`config.mk`:
```
export PLATFORM = sky130hd
export DESIGN_NAME = qspi_xip_seq
export DESIGN_NICKNAME = d
export VERILOG_FILES = /design/src/rtl/qspi_xip_seq.sv
export SDC_FILE = /design/constraint.sdc
export NUM_CORES = 1
export LEC_CHECK = 0
export ABC_AREA = 1
export ABC_CLOCK_PERIOD_IN_PS = 5000
export BUFFER_PORTS_ARGS = -buffer_cell sky130_fd_sc_hd__buf_2
export CAP_MARGIN = 25
export CORE_MARGIN = 2
export CORE_UTILIZATION = 40
export CTS_BUF_LIST = sky130_fd_sc_hd__clkbuf_2
export DETAILED_ROUTE_END_ITERATION = 10
export PLACE_DENSITY = 0.67
export SLEW_MARGIN = 20
export SYNTH_ARGS = -nofsm -noshare
export SYNTH_HDL_FRONTEND = slang
export SYNTH_SLANG_ARGS = --single-unit
```
`constraint.sdc`:
```
create_clock -name clk -period 5 [get_ports clk]
set_clock_uncertainty 0.1 [all_clocks]
set_input_delay 0.25 -clock clk [delete_from_list [all_inputs] [get_ports clk]]
set_output_delay 0.25 -clock clk [all_outputs]
set_load 0.01 [all_outputs]
```
`src/rtl/qspi_xip_seq.sv`:
```
`timescale 1ns/1ps
module qspi_xip_seq #(
  parameter int DUMMY = 4,
  parameter int LENW  = 6
) (
  input  logic            clk,
  input  logic            rst_n,
  input  logic            req_valid,
  output logic            req_ready,
  input  logic [1:0]      req_kind,
  input  logic [23:0]     req_addr,
  input  logic [LENW-1:0] req_len,
  input  logic            req_cont,
  output logic [7:0]      rd_data,
  output logic            rd_valid,
  output logic            done,
  output logic            cont_mode,
  output logic            sck,
  output logic            cs_n,
  output logic [3:0]      io_out,
  output logic [3:0]      io_oe,
  input  logic [3:0]      io_in
);
  localparam int DW = $clog2(DUMMY + 1);
  localparam int CW = (LENW + 1 > DW) ? LENW + 1 : DW;

  localparam logic [2:0] S_IDLE = 3'd0, S_CMD = 3'd1, S_ADDR = 3'd2, S_MODE = 3'd3,
                         S_DUMMY = 3'd4, S_DATA = 3'd5, S_GAP = 3'd6;
  localparam logic [1:0] P_NONE = 2'd0, P_66 = 2'd1, P_99 = 2'd2;

  logic [2:0]      st;
  logic            ph;
  logic [CW-1:0]   cnt;
  logic [23:0]     sh;
  logic [7:0]      opc, mbyte;
  logic [1:0]      pend;
  logic            rdf, allf;
  logic [LENW-1:0] len_q;
  logic [3:0]      nib;

  assign req_ready = (st == S_IDLE);
  assign cs_n      = (st == S_IDLE) || (st == S_GAP);
  assign sck       = ph;

  always_comb begin
    io_out = 4'h0;
    io_oe  = 4'h0;
    case (st)
      S_CMD: begin
        io_out = allf ? 4'hF : {3'b000, opc[cnt[2:0]]};
        io_oe  = allf ? 4'hF : 4'h1;
      end
      S_ADDR: begin io_out = sh[23:20]; io_oe = 4'hF; end
      S_MODE: begin io_out = cnt[0] ? mbyte[7:4] : mbyte[3:0]; io_oe = 4'hF; end
      default: ;
    endcase
  end

  always_ff @(posedge clk or negedge rst_n) begin
    if (!rst_n) begin
      st <= S_IDLE; ph <= 1'b0; cnt <= '0; sh <= '0; opc <= '0; mbyte <= '0;
      pend <= P_NONE; rdf <= 1'b0; allf <= 1'b0; len_q <= '0; nib <= '0;
      rd_data <= '0; rd_valid <= 1'b0; done <= 1'b0; cont_mode <= 1'b0;
    end else begin
      rd_valid <= 1'b0;
      done     <= 1'b0;
      case (st)
        S_IDLE: if (req_valid) begin
          ph <= 1'b0;
          if (req_kind == 2'b00) begin
            rdf <= 1'b1; allf <= 1'b0; pend <= P_NONE;
            sh <= req_addr; len_q <= req_len;
            mbyte <= req_cont ? 8'hA0 : 8'h00;
            if (cont_mode) begin st <= S_ADDR; cnt <= CW'(5); end
            else begin st <= S_CMD; opc <= 8'hEB; cnt <= CW'(7); end
          end else begin
            rdf <= 1'b0; st <= S_CMD; cnt <= CW'(7);
            if (req_kind == 2'b01 || cont_mode) begin
              opc <= 8'hFF; allf <= 1'b1;
              pend <= req_kind[1] ? P_66 : P_NONE;
            end else begin
              opc <= 8'h66; allf <= 1'b0; pend <= P_99;
            end
          end
        end
        S_GAP: begin
          if (cnt == '0) begin
            if (pend != P_NONE) begin
              st <= S_CMD; cnt <= CW'(7); allf <= 1'b0; rdf <= 1'b0;
              opc  <= (pend == P_66) ? 8'h66 : 8'h99;
              pend <= (pend == P_66) ? P_99 : P_NONE;
            end else begin
              st <= S_IDLE; done <= 1'b1;
            end
          end else cnt <= cnt - 1'b1;
        end
        default: begin
          ph <= ~ph;
          if (!ph) begin
            if (st == S_DATA) begin
              if (cnt[0]) nib <= io_in;
              else begin rd_data <= {nib, io_in}; rd_valid <= 1'b1; end
            end
          end else begin
            if (st == S_ADDR) sh <= {sh[19:0], 4'h0};
            if (cnt == '0) begin
              case (st)
                S_CMD: if (rdf) begin st <= S_ADDR; cnt <= CW'(5); end
                       else begin
                         st <= S_GAP; cnt <= CW'(1);
                         if (allf || opc == 8'h99) cont_mode <= 1'b0;
                       end
                S_ADDR: begin st <= S_MODE; cnt <= CW'(1); end
                S_MODE: begin
                  cont_mode <= (mbyte[7:4] == 4'hA);
                  st <= S_DUMMY; cnt <= CW'(DUMMY - 1);
                end
                S_DUMMY: if (len_q == '0) begin st <= S_GAP; cnt <= CW'(1); end
                         else begin st <= S_DATA; cnt <= CW'({len_q, 1'b0}) - CW'(1); end
                default: begin st <= S_GAP; cnt <= CW'(1); end
              endcase
            end else cnt <= cnt - 1'b1;
          end
        end
      endcase
    end
  end
endmodule

```
==> out/results.md <==
| Result | This run | Unit |
|---|---|---|
| Number of core rows | 34 | - |
| Antenna Nets Post-Route | 0 | - |
| Peak supply drop | 0.147 | mV |
| Clock tree from TritonCTS | built | - |
| Inserted Clock Buffers | 9 | - |
| Total power density per cell area | 217 | nW/um2 |
| Outcome | completed | - |
| Yosys cell types | 35 | - |
| Slowest cell on the critical path | sky130_fd_sc_hd__dfrtp_1 | - |
| Starting density of the core | 0.409 | - |
| Hold Path Class | in2reg | - |
| Maximum Capacitance Violations | 0 | - |
| Final-layout setup total negative slack | 0 | ns |
| Pin count of the biggest net entering global routing | 66 | - |
| Leading cell type in the layout, fill and taps excluded | sky130_fd_sc_hd__nand2_1 | - |
| Total cell area at the placement stage | 3890 | um2 |
| Root buffer cell | sky130_fd_sc_hd__clkbuf_2 | - |
| Area Overhead vs Synth | 24.1 | % |
| Asr flop ratio synth | 1.00 | - |
| Number of flops mapped to enable cells by yosys | 0 | - |
| CP Class | reg2reg | - |
| Type of element capturing the critical path | flip-flop | - |
| Final core utilization | 0.507 | - |
| N_diodes | 0 | - |
| Number of standard cells in the final layout excluding fillers | 682 | - |
| Post-route cell area | 4400 | um2 |
| Share of layout cells above drive strength 1 | 0.181 | - |
| GPL Wtd Cong | 0.854 | - |
| CTS clock-pin slew for the worst setup and hold paths | 0.21 | ns |
| Chip Width | 98.2 | um |
| Max-slew violations | 0 | - |
| Upper clock frequency limit | 397 | MHz |
| Top_reg_cell synth | sky130_fd_sc_hd__dfrtp_1 | - |
| Time the final worst path needs with I/O delays and setup | 2.52 | ns |
| Total global routing track utilization | 0.182 | - |
| Number of nets in the finished design | 613 | - |
| Average footprint of a synthesized cell | 7.48 | um2 |
| Post-CTS setup repair buffer count | 0 | - |
| CTS Sinks | 65 | - |
| Period utilization | 0.503 | - |
| Proportion of synthesized chip area in sequential cells | 0.459 | - |
| Cell-by-cell listing of the critical path | nor2_4 > nand2_4 > inv_2 > nand3_1 > mux2_2 | - |
| Total half-perimeter wirelength after legalization and detailed placement | 5730 | um |
| Number of global-route vias before repair | 3083 | - |
| Via count | 3250 | - |
| Number of remaining DRC errors | 0 | - |
| Floorplan die area | 9640 | um2 |
| DRC violation total after the first TritonRoute iteration | 192 | - |
| Number of synthesis warnings | 0 | - |
| Flip-flop and latch count after synthesis | 65 | - |
| Final count of hold timing violations | 0 | - |
| Post-CTS Hold Fix Bufs | 37 | - |
| Data required, critical path | 5.30 | ns |
| Final setup violation count | 0 | - |
| DR pass1 iterations | 5 | - |
| Post-synthesis instance area | 3550 | um2 |
| Maximum single-stage delay on the critical path | 0.56 | ns |
| Crit Path Max Fanout | 41 | - |
| Sort of element at the start of the critical path | flip-flop | - |
| Fillers | 872 | - |
| RSZ-0062 raised after global routing | false | - |
| DP Cell Count | 629 | - |
| Number of resized instances in the post-cts repair step | 0 | - |
| Highest-count cells in the layout ignoring fill and taps | sky130_fd_sc_hd__nand2_1, sky130_fd_sc_hd__dfrtp_1, sky130_fd_sc_hd__buf_2 | - |
| Number of nets in the synthesized netlist | 518 | - |
| Arrival time of data at the critical path endpoint | 2.82 | ns |
| Final WL | 8440 | um |
| Aggregate global routing overflow | 0 | - |
| Synth Instances | 474 | - |
| Deepest clock path buffer count | 2 | - |
| Global-route wire length before repair | 14200 | um |
| Vertical die dimension | 98.2 | um |
| Initial antenna violation count | 0 | - |
| Count of port buffers added during placement | 61 | - |
| Clk Latency, worst-skew pair | 0.52 | ns |
| Normalized max-slew margin | 0.440 | - |
| Average routed wire per standard cell | 12.4 | um |
| Actual transition at the worst max-transition pin | 0.840 | ns |
| Leak Pwr | 2.30 | nW |
| Core Area | 8680 | um2 |
| Number of placed I/O pins | 62 | - |
| Detail-routed via count per cell | 4.77 | - |
| Count of H-tree levels built during CTS | 3 | - |
-- critical path: cells and delay by family, from the launching register on --
kind | cells | cell delay [ns]
flip-flops | 1 | 0.56
buffers and inverters | 1 | 0.50
multiplexers | 1 | 0.42
AND/OR/NAND/NOR | 3 | 0.83
-- state kept, by name, summed over array words and instances, names as in the netlist, 2 cells and up --
| name | cells |
|---|---|
| nib | 4 |
| pend | 2 |
| rd_data | 8 |
| len_q | 6 |
| sh | 24 |
| st | 3 |
| opc | 4 |
| cnt | 7 |
-- Yosys cell counts (4+ instances only) --
cell type | n | share of area
sky130_fd_sc_hd__inv_1 | 51 | 0.054
sky130_fd_sc_hd__o21ai_2 | 5 | 0.012
sky130_fd_sc_hd__dfrtp_1 | 65 | 0.46
sky130_fd_sc_hd__inv_2 | 5 | 0.0053
sky130_fd_sc_hd__o211ai_1 | 5 | 0.011
sky130_fd_sc_hd__o21ai_0 | 39 | 0.055
sky130_fd_sc_hd__o21ai_1 | 19 | 0.027
sky130_fd_sc_hd__a21oi_1 | 13 | 0.018
sky130_fd_sc_hd__nand3_1 | 23 | 0.032
sky130_fd_sc_hd__buf_2 | 5 | 0.0071
sky130_fd_sc_hd__buf_4 | 5 | 0.011
sky130_fd_sc_hd__nor2_1 | 35 | 0.037
sky130_fd_sc_hd__nor2_4 | 4 | 0.013
sky130_fd_sc_hd__nand2_1 | 167 | 0.18
sky130_fd_sc_hd__ha_1 | 4 | 0.014
-- routing by layer --
| metal | track usage | share of wire | routed length [um] | up-vias |
|---|---|---|---|---|
| li1 | - | - | - | 1697 |
| met1 | 0.245 | 0.48 | 4060 | 1482 |
| met2 | 0.296 | 0.48 | 4020 | 67 |
| met3 | 0.0422 | 0.036 | 302 | 4 |
| met4 | 0.0527 | 0.0062 | 52 | 0 |
| met5 | 0 | 0 | 0 | - |
-- stage by stage --
stage | worst slack (ns) | hold WS (ns) | total power, mW
4_1_cts | 2.49 | 0.0111 | 0.961
5_1_grt | 2.26 | 0.0531 | 0.986
3_3_place_gp | 2.63 | 0.357 | 0.567
3_5_place_dp | 2.49 | 0.361 | 0.568
2_1_floorplan | 3.36 | -0.146 | 0.539
6_report | 2.48 | 0.0398 | 0.956
-- logic make-up after synthesis --
| logic type | count (synthesis) | synth area share |
|---|---|---|
| buffers and inverters | 72 | 0.0910 |
| AO/OA/AOI/OAI | 85 | 0.131 |
| adder cells (fa/ha/maj) | 4 | 0.0141 |
| flip-flops | 65 | 0.459 |
| AND/OR/NAND/NOR | 242 | 0.287 |
| multiplexers | 3 | 0.0106 |
| XOR/XNOR | 3 | 0.00741 |
-- layout make-up --
class	count	area, um2	share of cell area
tap	108	135	0.0307
inverter	57	219	0.0498
sequential	65	1630	0.370
timing repair buffer	99	683	0.155
multi-input combinational	337	1600	0.363
clock buffer	9	45.0	0.0102
clock inverter	7	93.8	0.0213
-- path summary, 6_finish.rpt --
path,start,to,slack [ns],cells after the start
setup / recovery,st[1]$_DFFE_PN0P_,len_q[4]$_DFFE_PN0P_,2.48,5
hold / removal,req_valid,sck$_DFFE_PN0P_,0.04,6
hold reg to reg,nib[0]$_DFFE_PN0P_,rd_data[4]$_DFFE_PN0P_,0.39,2
min in group asynchronous,rst_n,sh[15]$_DFFE_PN0P_,0.33,3
setup reg to reg,st[1]$_DFFE_PN0P_,len_q[4]$_DFFE_PN0P_,2.48,5
max in group asynchronous,rst_n,cnt[3]$_DFFE_PN0P_,3.93,3
-- where the power goes --
group	leakage, nW	switching, mW	internal, mW	total, mW
Combinational	1.51	0.0230	0.0311	0.0541
Clock	0.0799	0.210	0.166	0.376
Sequential	0.716	0	0.526	0.526
Total	2.30	0.233	0.723	0.956
(Power assumes the default switching activity.)
